==> src/rtl/rstq_pkg.sv <==
package rstq_pkg;

    // Controller states of the reset qualifier.
    typedef enum logic [1:0] {
        ST_RUN   = 2'd0,
        ST_QUAL  = 2'd1,
        ST_HOLD  = 2'd2,
        ST_DRAIN = 2'd3
    } rq_state_e;

endpackage

==> src/rtl/rstq_sync.sv <==
module rstq_sync #(
    parameter int STAGES = 2,
    parameter int WIDTH  = 1
) (
    input  logic             clk,
    input  logic             por_n,
    input  logic [WIDTH-1:0] d,
    output logic [WIDTH-1:0] q
);

    logic [STAGES-1:0][WIDTH-1:0] chain;

    always_ff @(posedge clk or negedge por_n) begin
        if (!por_n) begin
            chain <= '0;
        end else begin
            chain <= {chain[STAGES-2:0], d};
        end
    end

    assign q = chain[STAGES-1];

endmodule

==> src/rtl/rstq_fsm.sv <==
module rstq_fsm
    import rstq_pkg::*;
#(
    parameter int MCYC_CLKS  = 12,
    parameter int QUAL_MCYC  = 2,
    parameter int REL_MCYC   = 1
) (
    input  logic clk,
    input  logic por_n,
    input  logic rst_s,
    output logic rst_int
);

    localparam int QUAL_N = MCYC_CLKS * QUAL_MCYC;
    localparam int REL_N  = MCYC_CLKS * REL_MCYC;
    localparam int MAX_N  = (QUAL_N > REL_N) ? QUAL_N : REL_N;
    localparam int CNT_W  = $clog2(MAX_N + 1);
    localparam logic [CNT_W-1:0] QUAL_LAST = CNT_W'(QUAL_N - 1);
    localparam logic [CNT_W-1:0] REL_LAST  = CNT_W'(REL_N - 1);
    localparam logic [CNT_W-1:0] ONE       = CNT_W'(1);

    rq_state_e        state, state_nx;
    logic [CNT_W-1:0] cnt, cnt_nx;

    // Next-state and count decision.
    always_comb begin
        state_nx = state;
        cnt_nx   = cnt;
        unique case (state)
            ST_RUN: begin
                if (rst_s) begin
                    state_nx = ST_QUAL;
                    cnt_nx   = ONE;
                end else begin
                    cnt_nx   = '0;
                end
            end
            ST_QUAL: begin
                if (!rst_s) begin
                    state_nx = ST_RUN;
                    cnt_nx   = '0;
                end else if (cnt == QUAL_LAST) begin
                    state_nx = ST_HOLD;
                    cnt_nx   = '0;
                end else begin
                    cnt_nx   = cnt + ONE;
                end
            end
            ST_HOLD: begin
                if (!rst_s) begin
                    state_nx = ST_DRAIN;
                    cnt_nx   = ONE;
                end else begin
                    cnt_nx   = '0;
                end
            end
            ST_DRAIN: begin
                if (rst_s) begin
                    state_nx = ST_HOLD;
                    cnt_nx   = '0;
                end else if (cnt == REL_LAST) begin
                    state_nx = ST_RUN;
                    cnt_nx   = '0;
                end else begin
                    cnt_nx   = cnt + ONE;
                end
            end
            default: begin
                state_nx = ST_RUN;
                cnt_nx   = '0;
            end
        endcase
    end

    // State register.
    always_ff @(posedge clk or negedge por_n) begin
        if (!por_n) begin
            state <= ST_RUN;
            cnt   <= '0;
        end else begin
            state <= state_nx;
            cnt   <= cnt_nx;
        end
    end

    // Outputs decoded from the registered state.
    always_comb begin
        unique case (state)
            ST_HOLD, ST_DRAIN: rst_int = 1'b1;
            default:           rst_int = 1'b0;
        endcase
    end

    // Independent run-length counters used by the checks below.
    logic [CNT_W-1:0] chk_hi, chk_lo;
    localparam logic [CNT_W-1:0] SAT = CNT_W'(MAX_N);

    always_ff @(posedge clk or negedge por_n) begin
        if (!por_n) begin
            chk_hi <= '0;
            chk_lo <= '0;
        end else begin
            chk_hi <= rst_s  ? ((chk_hi == SAT) ? SAT : chk_hi + ONE) : '0;
            chk_lo <= !rst_s ? ((chk_lo == SAT) ? SAT : chk_lo + ONE) : '0;
        end
    end

    AST_QUAL_LENGTH: assert property (@(posedge clk) disable iff (!por_n)
        $rose(rst_int) |-> (chk_hi == CNT_W'(QUAL_N)));

    AST_RELEASE_LENGTH: assert property (@(posedge clk) disable iff (!por_n)
        $fell(rst_int) |-> (chk_lo == CNT_W'(REL_N)));

    AST_HOLD_WHILE_HIGH: assert property (@(posedge clk) disable iff (!por_n)
        (rst_int && rst_s) |=> rst_int);

    AST_LOW_BLOCKS_RISE: assert property (@(posedge clk) disable iff (!por_n)
        (!rst_int && !rst_s) |=> !rst_int);

endmodule

==> src/rtl/rstq_strap.sv <==
module rstq_strap (
    input  logic clk,
    input  logic por_n,
    input  logic rst_int,
    input  logic lock1,
    input  logic ext_s,
    output logic strap_q,
    output logic mismatch,
    output logic fetch_int
);

    logic loaded;

    // Capture flop: deliberately not cleared, its power-up value is undefined.
    always_ff @(posedge clk) begin
        if (rst_int && lock1) begin
            strap_q <= ext_s;
        end
    end

    always_ff @(posedge clk or negedge por_n) begin
        if (!por_n) begin
            loaded <= 1'b0;
        end else if (rst_int && lock1) begin
            loaded <= 1'b1;
        end
    end

    always_comb begin
        if (lock1) begin
            fetch_int = strap_q;
            mismatch  = !rst_int && (!loaded || (strap_q != ext_s));
        end else begin
            fetch_int = ext_s;
            mismatch  = 1'b0;
        end
    end

    AST_CAPTURE_FROZEN: assert property (@(posedge clk) disable iff (!por_n)
        (!$past(rst_int) && loaded && $past(loaded)) |-> $stable(strap_q));

    AST_NOLOCK_KEEP: assert property (@(posedge clk) disable iff (!por_n)
        (!$past(lock1) && loaded && $past(loaded)) |-> $stable(strap_q));

    AST_QUIET_IN_RESET: assert property (@(posedge clk) disable iff (!por_n)
        rst_int |-> !mismatch);

endmodule

==> src/rtl/reset_qualifier.sv <==
module reset_qualifier #(
    parameter int MCYC_CLKS  = 12,
    parameter int QUAL_MCYC  = 2,
    parameter int REL_MCYC   = 1,
    parameter int SYNC_STAGE = 2
) (
    input  logic clk,
    input  logic por_n,
    input  logic rst_pin,
    input  logic ext_pin,
    input  logic lock1_prog,
    output logic rst_int,
    output logic strap_latched,
    output logic strap_mismatch,
    output logic fetch_internal
);

    logic [1:0] pins_s;
    logic       rst_s, ext_s;

    rstq_sync #(.STAGES(SYNC_STAGE), .WIDTH(2)) u_sync (
        .clk   (clk),
        .por_n (por_n),
        .d     ({ext_pin, rst_pin}),
        .q     (pins_s)
    );

    assign rst_s = pins_s[0];
    assign ext_s = pins_s[1];

    rstq_fsm #(
        .MCYC_CLKS (MCYC_CLKS),
        .QUAL_MCYC (QUAL_MCYC),
        .REL_MCYC  (REL_MCYC)
    ) u_fsm (
        .clk     (clk),
        .por_n   (por_n),
        .rst_s   (rst_s),
        .rst_int (rst_int)
    );

    rstq_strap u_strap (
        .clk       (clk),
        .por_n     (por_n),
        .rst_int   (rst_int),
        .lock1     (lock1_prog),
        .ext_s     (ext_s),
        .strap_q   (strap_latched),
        .mismatch  (strap_mismatch),
        .fetch_int (fetch_internal)
    );

    AST_NOLOCK_NO_FLAG: assert property (@(posedge clk) disable iff (!por_n)
        !lock1_prog |-> !strap_mismatch);

endmodule

==> config.mk <==
export PLATFORM = sky130hd
export DESIGN_NAME = reset_qualifier
export DESIGN_NICKNAME = d
export VERILOG_FILES = /design/src/rtl/rstq_pkg.sv /design/src/rtl/rstq_sync.sv /design/src/rtl/rstq_fsm.sv /design/src/rtl/rstq_strap.sv /design/src/rtl/reset_qualifier.sv
export SDC_FILE = /design/constraint.sdc
export NUM_CORES = 1
export LEC_CHECK = 0
export BUFFER_PORTS_ARGS = -buffer_cell sky130_fd_sc_hd__buf_2
export CAP_MARGIN = 10
export CORE_AREA = 3 3 40 42
export DETAILED_ROUTE_END_ITERATION = 10
export DIE_AREA = 0 0 43 45
export GPL_TIMING_DRIVEN = 0
export MAX_ROUTING_LAYER = met4
export PLACE_DENSITY_LB_ADDON = 0.08
export SYNTH_ARGS = -nofsm -noshare
export SYNTH_HDL_FRONTEND = slang
export SYNTH_SLANG_ARGS = --single-unit
==> constraint.sdc <==
create_clock -name clk -period 1.8 [get_ports clk]
set_input_delay 0.54 -clock clk [delete_from_list [all_inputs] [get_ports clk]]
set_output_delay 0.54 -clock clk [all_outputs]
set_load 0.03 [all_outputs]
# == Word level (Yosys, flattened, before mapping) ==
# Cells that the tools add are included.
# totals
regBits,13
input_bits,5
output_inout_bits,4
wordCells,42
# op_classes
addsub,1
n_eq_ne,10
mux,17
n_reduce_logical,8
# op_table
cell,count
two-way mux 5 bit,4
case mux 5 bit (4 select lines),1
two-way mux 2 bit,6
case mux 2 bit (4 select lines),1
inequality test 3 x 2 -> 1 bit (second input constant),2
adder 5 x 1 -> 5 bit (second input constant),1
equality test 5 x 4 -> 1 bit (second input constant),1
equality test 5 bit (second input constant),1
two-way mux 1 bit,5
equality test 2 bit (second input constant),2
inequality test 2 bit (second input constant),2
AND reduction 4 bit,1
equality test 2 x 1 -> 1 bit (second input constant),1
logical AND 1 bit,2
logical NOT 1 bit,2
logical NOT 2 bit,1
OR reduction 2 bit,1
logical OR 1 bit,1
inequality test 1 bit,1

# == Depth between registers and ports, before layout ==
# Gate-level depths: netlist of the first run.
# logic_depth
ltp_word,6
mapped_depth,5
ltp_nobuf,5

# == By module ==
# Synthesis of the first run repeated with hierarchy kept, for this count alone.
# unflattened
cells_unflattened,53
area_unflattened_um2,611.8
# by_module_without_submodules
module,n_inst,cells_per_inst,area_each_um2,seq_area_each_um2
rstq_fsm,1,39,395.4,175.2
rstq_sync,1,6,115.1,100.1
rstq_strap,1,8,101.3,55.1

# == Worst setup path before layout of the first run ==
# Ideal clock, no wire load.
# synth_path
kind,flip-flop to output port
start,reg u_strap.strap_q
end,out strap_mismatch
arrival_ps,1226
required_ps,1260
slack_ps,34
path_stages_with_launch,3
path_cell_list,edfxtp_1 xnor2_1 a21oi_1
# synth_between
elab_chain_len,4
# synth_rtl
element,line_no,text
"start, declared",rstq_strap.sv:7,"output logic strap_q,"
"start signal, assigned",rstq_strap.sv:17,strap_q <= ext_s;
inequality test 1 bit,rstq_strap.sv:32,mismatch = !rst_int && (!loaded || (strap_q != ext_s));
logical OR 1 bit,rstq_strap.sv:32,
logical AND 1 bit,rstq_strap.sv:32,
two-way mux 1 bit,rstq_strap.sv:30,if (lock1) begin
"end, declared",reset_qualifier.sv:14,"output logic strap_mismatch,"
# Every way passes these cells.

==> results of run 1 <==
==> critical path, cell delays in order, from the launching register on <==
cell and delay, ns:
dfrtp_1 0.40, buf_6 0.13, nand2b_1 0.14, a21oi_2 0.12, buf_6 0.14
==> flip-flops by register name, indices dropped and copies added, names as in the netlist, named ones only <==
register,flops
u_fsm.state,1
u_sync.chain,2
u_fsm.cnt,5
u_strap.strap_q,1
u_strap.loaded,1
u_sync.q,2
==> cell type report <==
class / instances / area [µm²]
clock inverter: 1 / 5.00
clock buffer: 3 / 22.5
multi-input combinational: 41 / 269
tap: 15 / 18.8
buffer: 3 / 26.3
timing repair buffer: 12 / 76.3
sequential: 13 / 330
fill: 120 / 526
inverter: 3 / 11.3
==> final timing paths <==
kind,from,end,cells past startpoint
setup reg to reg,u_fsm.cnt[2],u_fsm.cnt[0],3
min in group clk,u_sync.chain[1],u_sync.q[1],0
hold reg to reg,u_sync.chain[1],u_sync.q[1],0
setup / recovery,register,strap_mismatch,4
max in group asynchronous,por_n,u_sync.q[1],1
hold / removal,por_n,u_fsm.cnt[2],1
==> per-layer routing <==
| layer | vias up | share of wire |
|---|---|---|
| li1 | 243 | - |
| met1 | 218 | 0.50 |
| met2 | 17 | 0.41 |
| met3 | 5 | 0.061 |
| met4 | 0 | 0.028 |
| met5 | - | 0 |
==> per-stage QoR <==
step	instances	power (mW)	hold WS (ns)	setup TNS, ns	cell area (µm²)
2_1_floorplan	60	0.360	0.244	0	629
3_3_place_gp	83	0.380	0.333	0	688
3_5_place_dp	83	0.383	0.336	0	688
4_1_cts	88	0.569	0.122	0	729
5_1_grt	91	0.596	0.123	-0.0168	759
6_report	91	0.575	0.108	0	759
==> synthesized netlist by cell type <==
| cell | number | area (µm²) |
|---|---|---|
| dfrtp_1 | 12 | 300 |
| nand2_1 | 7 | 26.3 |
| a21oi_1 | 6 | 30.0 |
| inv_1 | 3 | 11.3 |
| o31ai_1 | 3 | 22.5 |
| nand2b_1 | 2 | 12.5 |
| nand3_1 | 2 | 10.0 |
| nor2_1 | 2 | 7.51 |
| or2_2 | 2 | 12.5 |
| xnor2_1 | 2 | 17.5 |
| a211oi_1 | 1 | 7.51 |
| a221oi_2 | 1 | 15.0 |
| a311oi_1 | 1 | 8.76 |
| a31oi_1 | 1 | 6.26 |
| and2_1 | 1 | 6.26 |
| buf_4 | 1 | 7.51 |
| buf_6 | 1 | 11.3 |
| clkbuf_1 | 1 | 3.75 |
| edfxtp_1 | 1 | 30.0 |
| ha_1 | 1 | 12.5 |
| mux2_2 | 1 | 11.3 |
| nand4b_1 | 1 | 8.76 |
| nor3_1 | 1 | 5.00 |
| nor3b_1 | 1 | 7.51 |
| o21ai_0 | 1 | 5.00 |
| o21ai_2 | 1 | 8.76 |
| o22ai_1 | 1 | 6.26 |
| or3b_1 | 1 | 8.76 |
| xor2_1 | 1 | 8.76 |
==> power breakdown <==
part	leakage, nW	internal, mW	switching (mW)
clock network	0.0177	0.0826	0.109
registers	0.163	0.312	0.0149
logic	0.158	0.0257	0.0301
==> cells in the final DEF (no fill, tap or decap), drive strengths merged <==
cell    count
buf        14
dfrtp      12
nand2       7
a21oi       6
clkbuf      4
inv         3
o31ai       3
nor2        2
or2         2
nand3       2
xnor2       2
nand2b      2
o21ai       2
xor2        1
a311oi      1
or3b        1
a221oi      1
a211oi      1
a31oi       1
nor3b       1
nand4b      1
and2        1
mux2        1
nor3        1
o22ai       1
ha          1
clkinv      1
edfxtp      1
==> timing repair <==
action,CTS,global route
pin swaps,0,0
setup endpoints to repair,1,1
resized for setup,2,2
setup buffers,1,3
==> kinds of logic after synthesis <==
group	share of synthesized area
compound gates	0.175
mux	0.0179
simple gates	0.167
buf+inv	0.0537
fa+ha+maj	0.0199
flops	0.525
xor+xnor	0.0418
==> flow_metrics.env, run 1 <==
export IMPL_run_status="finished clean"
export IMPL_antenna_found_initial=0
export IMPL_antenna_left=0
export IMPL_postCtsHoldBufs=0
export IMPL_cp_arrival_ns=1.21
export IMPL_grt_max_degree=13
export IMPL_cts_tree="built"
export IMPL_met3_usage=0.0359
export IMPL_drt_total_wl_mm=1.14
export IMPL_num_io_pins=9
export IMPL_drt_initial_drc_count=23
export IMPL_area_growth_pct=20.7
export IMPL_crit_type="reg -> out"
export IMPL_met1_usage=0.196
export IMPL_cts_sinks=13
export IMPL_clockBufferDepth=2
export IMPL_clk_root_buffer_cell="clkbuf_4"
export IMPL_maxCapViolations=0
export IMPL_wire_per_inst_um=12.5
export IMPL_fmax_mhz=570
export IMPL_overflow=0
export IMPL_required_ns=1.26
export IMPL_grt_usage=0.148
export IMPL_numCtsBuffers=3
export IMPL_vdd_ir_drop_max_mv=0.561
export IMPL_fin_crit_ns=1.75
export IMPL_drc=0
export IMPL_rows=13
export IMPL_final_nets=83
export IMPL_core_um2=1280
export IMPL_hpwl_um=778
export IMPL_path_clk_slew_ns=0.09
export IMPL_initial_core_util=0.490
export IMPL_syn_inst=60
export IMPL_fin_ws_ns=0.0461
export IMPL_die_area_um2=1940
export IMPL_synth_nets=66
export IMPL_finalWeightedCongestion=0.764
export IMPL_setup_viol_count_final=0
export IMPL_port_buffers=8
export IMPL_syn_area_um2=629
export IMPL_tightest_slew_ns=0.378
export IMPL_busiest_layer="met2"
export IMPL_fp_dieW_um=43
export IMPL_via_count=483
export IMPL_worst_setup_path_start_kind="register"
export IMPL_hold_viol_final=0
export IMPL_place_ws_ns=0.130
export IMPL_powerDensity_nw_per_um2=757
export IMPL_leakage_nw=0.338
export IMPL_min_period_over_period=0.974
export IMPL_layout_drive_gt1_share=0.316
export IMPL_clock_latency_ns=0.29
export IMPL_ys_seq_elements=13
export IMPL_yosysWarningCount=0
export IMPL_regToRegSetupSlack_ns=0.29
export IMPL_final_core_utilization=0.591
export IMPL_finClkSkew_ns=0.00496
export IMPL_drt_pass1_iter_count=4
export IMPL_viasPerCell=5.31
export IMPL_drv_slew=0
export IMPL_hp_class="in -> async"
export IMPL_grt_pass1_wl_mm=1.99
export IMPL_htree_levels=1
export IMPL_crit_path_end_kind="primary output"
export IMPL_ys_seq_area_frac=0.525
export IMPL_synth_cell_types=29
export IMPL_die_h_um=45
export IMPL_synth_area_per_cell_um2=10.5
export IMPL_met2_usage=0.204
export IMPL_diodes=0
export IMPL_grt_pass1_vias=447
export IMPL_worst_path_max_fanout=7
export IMPL_slew_headroom=0.748
Power figures use the tool's default switching activity.
==> run 2, diff against run 1 <==
- clock period: 1.8 -> 2.1 ns (I/O delays scaled with it)
==> run 2 against run 1 <==
Non-clock buffer count down 4. Clock power is 16% lower. Die area unchanged. Sequential cell count unchanged. Register-to-register slack improved by 0.32 ns. Critical path depth did not move. First-iteration DRC count is 35% lower. Power fell by 16%. Global-route usage decreased by 0.17 points. Routed wire length decreased by 2.8%. Final area down 5.8%. Critical path type unchanged. Largest power group unchanged. Highest routed layer unchanged.
==> flow_metrics.env, run 2 (synthesis results as in run 1) <==
export IMPL_run_status="finished clean"
export IMPL_drt_initial_drc_count=15
export IMPL_clk_root_buffer_cell="clkbuf_4"
export IMPL_num_io_pins=9
export IMPL_powerDensity_nw_per_um2=676
export IMPL_cp_cell_sequence="buf_4 -> nand2b_1 -> a21oi_1 -> buf_2"
export IMPL_fin_ws_ns=0.178
export IMPL_tns_ns=0
export IMPL_rows=13
export IMPL_clockBufferDepth=2
export IMPL_crit_path_top_delay_cell="dfrtp_1"
export IMPL_numCtsBuffers=3
export IMPL_drc=0
export IMPL_tightest_slew_ns=0.369
export IMPL_path_clk_slew_ns=0.09
export IMPL_max_flop_register="u_fsm.cnt"
export IMPL_die_area_um2=1940
export IMPL_slew_headroom=0.754
export IMPL_cpPeakStageDelay_ns=0.39
export IMPL_final_nets=79
export IMPL_postCtsHoldBufs=0
export IMPL_final_cell_mix="dfrtp_1, buf_2, nand2_1"
export IMPL_layout_commonest_cell="dfrtp_1"
export IMPL_viasPerCell=5.46
export IMPL_finClkSkew_ns=0.00116
export IMPL_required_ns=1.47
export IMPL_placed_cell_area_um2=688
export IMPL_wire_per_inst_um=12.8
export IMPL_diodes=0
export IMPL_worst_setup_path_start_kind="register"
export IMPL_antenna_found_initial=0
export IMPL_clock_latency_ns=0.28
export IMPL_overflow=0
export IMPL_final_area_um2=716
export IMPL_cp_arrival_ns=1.29
export IMPL_crit_type="reg -> out"
export IMPL_area_growth_pct=13.7
export IMPL_setup_viol_count_final=0
export IMPL_worst_path_buf_inv=2
export IMPL_hpwl_um=778
export IMPL_crit_path_end_kind="primary output"
export IMPL_worst_path_max_fanout=10
export IMPL_grt_usage=0.146
export IMPL_htree_levels=1
export IMPL_nFillCells=119
export IMPL_min_period_over_period=0.915
export IMPL_fin_cells=87
export IMPL_antenna_left=0
export IMPL_final_core_utilization=0.557
export IMPL_place_inst=83
export IMPL_cp_top_family="flip-flops"
export IMPL_post_cts_resized=0
export IMPL_finalWeightedCongestion=0.764
export IMPL_place_ws_ns=0.250
export IMPL_drt_pass1_iter_count=4
export IMPL_cts_tree="built"
export IMPL_core_um2=1280
export IMPL_leakage_nw=0.314
export IMPL_layout_drive_gt1_share=0.264
export IMPL_drv_slew=0
export IMPL_hp_class="in -> async"
export IMPL_fp_dieW_um=43
export IMPL_die_h_um=45
export IMPL_via_count=475
export IMPL_grt_max_degree=13
export IMPL_drt_total_wl_mm=1.11
export IMPL_fmax_mhz=520
export IMPL_grt_pass1_vias=437
export IMPL_maxCapViolations=0
export IMPL_rsz0062_at_grt="false"
export IMPL_hold_viol_final=0
export IMPL_cts_sinks=13
export IMPL_initial_core_util=0.490
export IMPL_vdd_ir_drop_max_mv=0.469
export IMPL_grt_pass1_wl_mm=1.97
export IMPL_port_buffers=8
export IMPL_largest_reg_flops=5
export IMPL_fin_crit_ns=1.92
export IMPL_post_cts_buffers=0
-- run 2: area by class of cell --
cell class                 count  area [µm²]  area share
clock inverter                 1        5.00     0.00699
sequential                    13         330       0.462
multi-input combinational     41         265       0.371
tap                           15        18.8      0.0262
inverter                       3        11.3      0.0157
clock buffer                   3        22.5      0.0315
buffer                         3        22.5      0.0315
timing repair buffer           8        40.0      0.0559
-- run 2: worst paths after layout --
kind / start / to / slack, ns / cells after the start
worst max-delay path: register / strap_mismatch / 0.18 / 4
worst min-delay path: por_n / u_fsm.cnt[3] / 0.20 / 1
worst max register to register: u_fsm.cnt[2] / u_fsm.cnt[0] / 0.61 / 3
worst min register to register: u_sync.chain[1] / u_sync.q[1] / 0.35 / 0
max in group asynchronous: por_n / u_sync.q[1] / 1.69 / 1
min in group clk: u_sync.chain[1] / u_sync.q[1] / 0.35 / 0
-- run 2: per-stage QoR --
| stage | power [mW] | hold slack [ns] |
|---|---|---|
| 5_1_grt | 0.504 | 0.213 |
| 3_5_place_dp | 0.328 | 0.336 |
| 6_report | 0.484 | 0.204 |
| 3_3_place_gp | 0.326 | 0.333 |
| 2_1_floorplan | 0.309 | 0.331 |
| 4_1_cts | 0.486 | 0.212 |
-- run 2: power breakdown --
group	switching (mW)	total [mW]	internal [mW]
registers	0.0123	0.280	0.268
clock network	0.0904	0.161	0.0708
logic	0.0246	0.0425	0.0179
total	0.127	0.484	0.356
-- run 2: worst reg2reg max path, cell delays in order, from the launching register on --
cell,delay (ns)
dfrtp_1,0.45
or2_2,0.36
a221oi_2,0.41
a31oi_1,0.14
-- run 2: layer usage --
layer	vias up	global-route usage	part of all wire
li1	235	-	-
met4	0	0.0904	0.031
met3	5	0.0359	0.056
met2	11	0.198	0.40
met1	224	0.196	0.51
met5	-	-	0
==> run 3, diff against run 2 <==
- SYNTH_HIERARCHICAL: not set -> 1
==> run 3 against run 2 <==
First-iteration DRC count decreased by 33%. Critical path depth unchanged. Highest routed layer unchanged. Synthesized cell count decreased by 12%. Register-to-register slack improved by 0.20 ns. Routed wire length decreased by 17%. Maximum frequency decreased by 0.45%. Clock skew increased by 0.0032 ns. Power decreased by 6.8%. Sequential power decreased by 6%. Die area unchanged. Combinational power decreased by 19%. Clock power decreased by 6%.
==> flow_metrics.env, run 3 <==
export IMPL_nFillCells=118
export IMPL_p_comb_frac=0.076
export IMPL_overflow=0
export IMPL_post_cts_resized=0
export IMPL_worst_setup_path_start_kind="register"
export IMPL_drt_pass1_iter_count=4
export IMPL_vdd_ir_drop_max_mv=0.430
export IMPL_clock_latency_ns=0.27
export IMPL_wire_per_inst_um=11.6
export IMPL_p_switching_uw=103
export IMPL_maxCapViolations=0
export IMPL_fmax_mhz=518
export IMPL_min_period_over_period=0.919
export IMPL_die_area_um2=1940
export IMPL_run_status="finished clean"
export IMPL_powerDensity_nw_per_um2=647
export IMPL_finalWeightedCongestion=0.737
export IMPL_crit_path_end_kind="primary output"
export IMPL_fp_dieW_um=43
export IMPL_drt_initial_drc_count=10
export IMPL_required_ns=1.47
export IMPL_synth_top_area_share=0.491
export IMPL_layout_drive_gt1_share=0.292
export IMPL_syn_area_um2=612
export IMPL_place_inst=76
export IMPL_synth_ff_type="dfrtp_1"
export IMPL_grt_pass1_wl_mm=1.76
export IMPL_numCtsBuffers=3
export IMPL_slew_headroom=0.824
export IMPL_cts_tree="built"
export IMPL_final_core_utilization=0.542
export IMPL_antenna_found_initial=0
export IMPL_num_io_pins=9
export IMPL_postCtsHoldBufs=0
export IMPL_path_clk_slew_ns=0.08
export IMPL_synth_cell_types=30
export IMPL_postSynth_asyncResetShare=0.923
export IMPL_final_nets=72
export IMPL_hold_slack_ns=0.215
export IMPL_crit_type="reg -> out"
export IMPL_initial_core_util=0.476
export IMPL_synth_nets=59
export IMPL_multi_input_area_um2=246
export IMPL_seq_area_um2=330
export IMPL_max_flop_register="u_fsm/cnt"
export IMPL_largest_reg_flops=5
export IMPL_fin_crit_ns=1.93
export IMPL_diodes=0
export IMPL_synth_area_leaders="dfrtp_1, edfxtp_1, xor2_1"
export IMPL_tns_ns=0
export IMPL_yosysWarningCount=6
export IMPL_fin_cells=80
export IMPL_synth_area_per_cell_um2=11.5
export IMPL_setup_viol_count_final=0
export IMPL_layout_commonest_cell="dfrtp_1"
export IMPL_post_cts_buffers=0
export IMPL_core_um2=1280
export IMPL_drc=0
export IMPL_port_buffers=8
export IMPL_drv_slew=0
export IMPL_rsz0062_at_grt="false"
export IMPL_ys_seq_elements=13
export IMPL_grt_usage=0.129
export IMPL_worst_path_max_fanout=7
export IMPL_htree_levels=1
export IMPL_clk_root_buffer_cell="clkbuf_4"
export IMPL_synth_most_common_cell="dfrtp_1"
export IMPL_die_h_um=45
export IMPL_switching_share=0.228
export IMPL_rows=13
export IMPL_syn_inst=53
export IMPL_hp_class="in -> async"
export IMPL_drt_total_wl_um=924
export IMPL_hpwl_um=660
export IMPL_final_cell_mix="dfrtp_1, buf_2"
export IMPL_clock_power_share=0.337
export IMPL_tightest_slew_ns=0.264
export IMPL_ys_seq_area_frac=0.540
export IMPL_cp_arrival_ns=1.30
export IMPL_leakage_nw=0.330
export IMPL_grt_max_degree=13
export IMPL_finClkSkew_ns=0.00437
export IMPL_power_internal_uw=348
export IMPL_clockBufferDepth=2
export IMPL_area_growth_pct=13.9
export IMPL_seqPwrFrac=0.587
export IMPL_synth_edf_count=1
export IMPL_cts_sinks=13
export IMPL_power_uw=451
export IMPL_hold_viol_final=0
export IMPL_viasPerCell=5.38
export IMPL_grt_pass1_vias=435
export IMPL_antenna_left=0
export IMPL_via_count=430
export IMPL_yosysTopAreaCell="dfrtp_1"
export IMPL_yosys_top_cells_count="dfrtp_1, a21oi_1, nand2_1, nand2b_1, xor2_1"
==> run 3: metrics by stage <==
step                      setup slack (ns)  cell area [µm²]
after floorplan                      0.134              612
after global routing                0.0363              697
after CTS                            0.155              697
after detailed placement             0.242              671
after global placement               0.248              671
final                                0.169              697
==> run 3: layer usage <==
layer	global-route usage	up-vias	wire length [µm]
li1	-	210	-
met1	0.154	203	441
met2	0.189	13	392
met3	0.0359	4	61
met4	0.0904	0	28
met5	-	-	0
==> run 3: layout make-up <==
type | instances | share of cell area
multi-input combinational | 35 | 0.354
buffer | 5 | 0.0503
sequential | 13 | 0.474
clock buffer | 4 | 0.0377
tap | 15 | 0.0269
timing repair buffer | 8 | 0.0575
==> run 3: cells by family after synthesis <==
logic type | Yosys count | synth area share
compound gates | 10 | 0.112
simple gates | 19 | 0.194
flops | 13 | 0.540
buf+inv | 5 | 0.0572
fa+ha+maj | 1 | 0.0204
xor+xnor | 4 | 0.0573
mux | 1 | 0.0184
==> run 3: final timing paths <==
| kind | cells after the start | slack (ns) | endpoint | startpoint |
|---|---|---|---|---|
| setup / recovery | 4 | 0.17 | strap_mismatch | register |
| hold / removal | 1 | 0.22 | u_fsm/cnt[2] | por_n |
| setup reg to reg | 4 | 0.81 | u_fsm/cnt[4] | u_fsm/cnt[0] |
| hold reg to reg | 0 | 0.35 | u_sync/q[1] | u_sync/chain[1] |
| max in group asynchronous | 1 | 1.67 | u_sync/chain[0] | por_n |
| min in group clk | 0 | 0.35 | u_sync/q[1] | u_sync/chain[1] |
==> run 3: power groups by stage <==
stage / registers, mW / logic, mW / clock network, mW
after global routing: 0.266 / 0.0391 / 0.173
after global placement: 0.269 / 0.0345 / 0
after floorplan: 0.269 / 0.0218 / 0
after CTS: 0.264 / 0.0353 / 0.159
final: 0.264 / 0.0343 / 0.152
after detailed placement: 0.269 / 0.0350 / 0
==> run 3: worst max-delay path, stage by stage, from the launching register on <==
cell and delay (ns):
dfrtp_1 0.45, clkbuf_1 0.14, nand2b_1 0.13, a21oi_1 0.10, buf_2 0.20
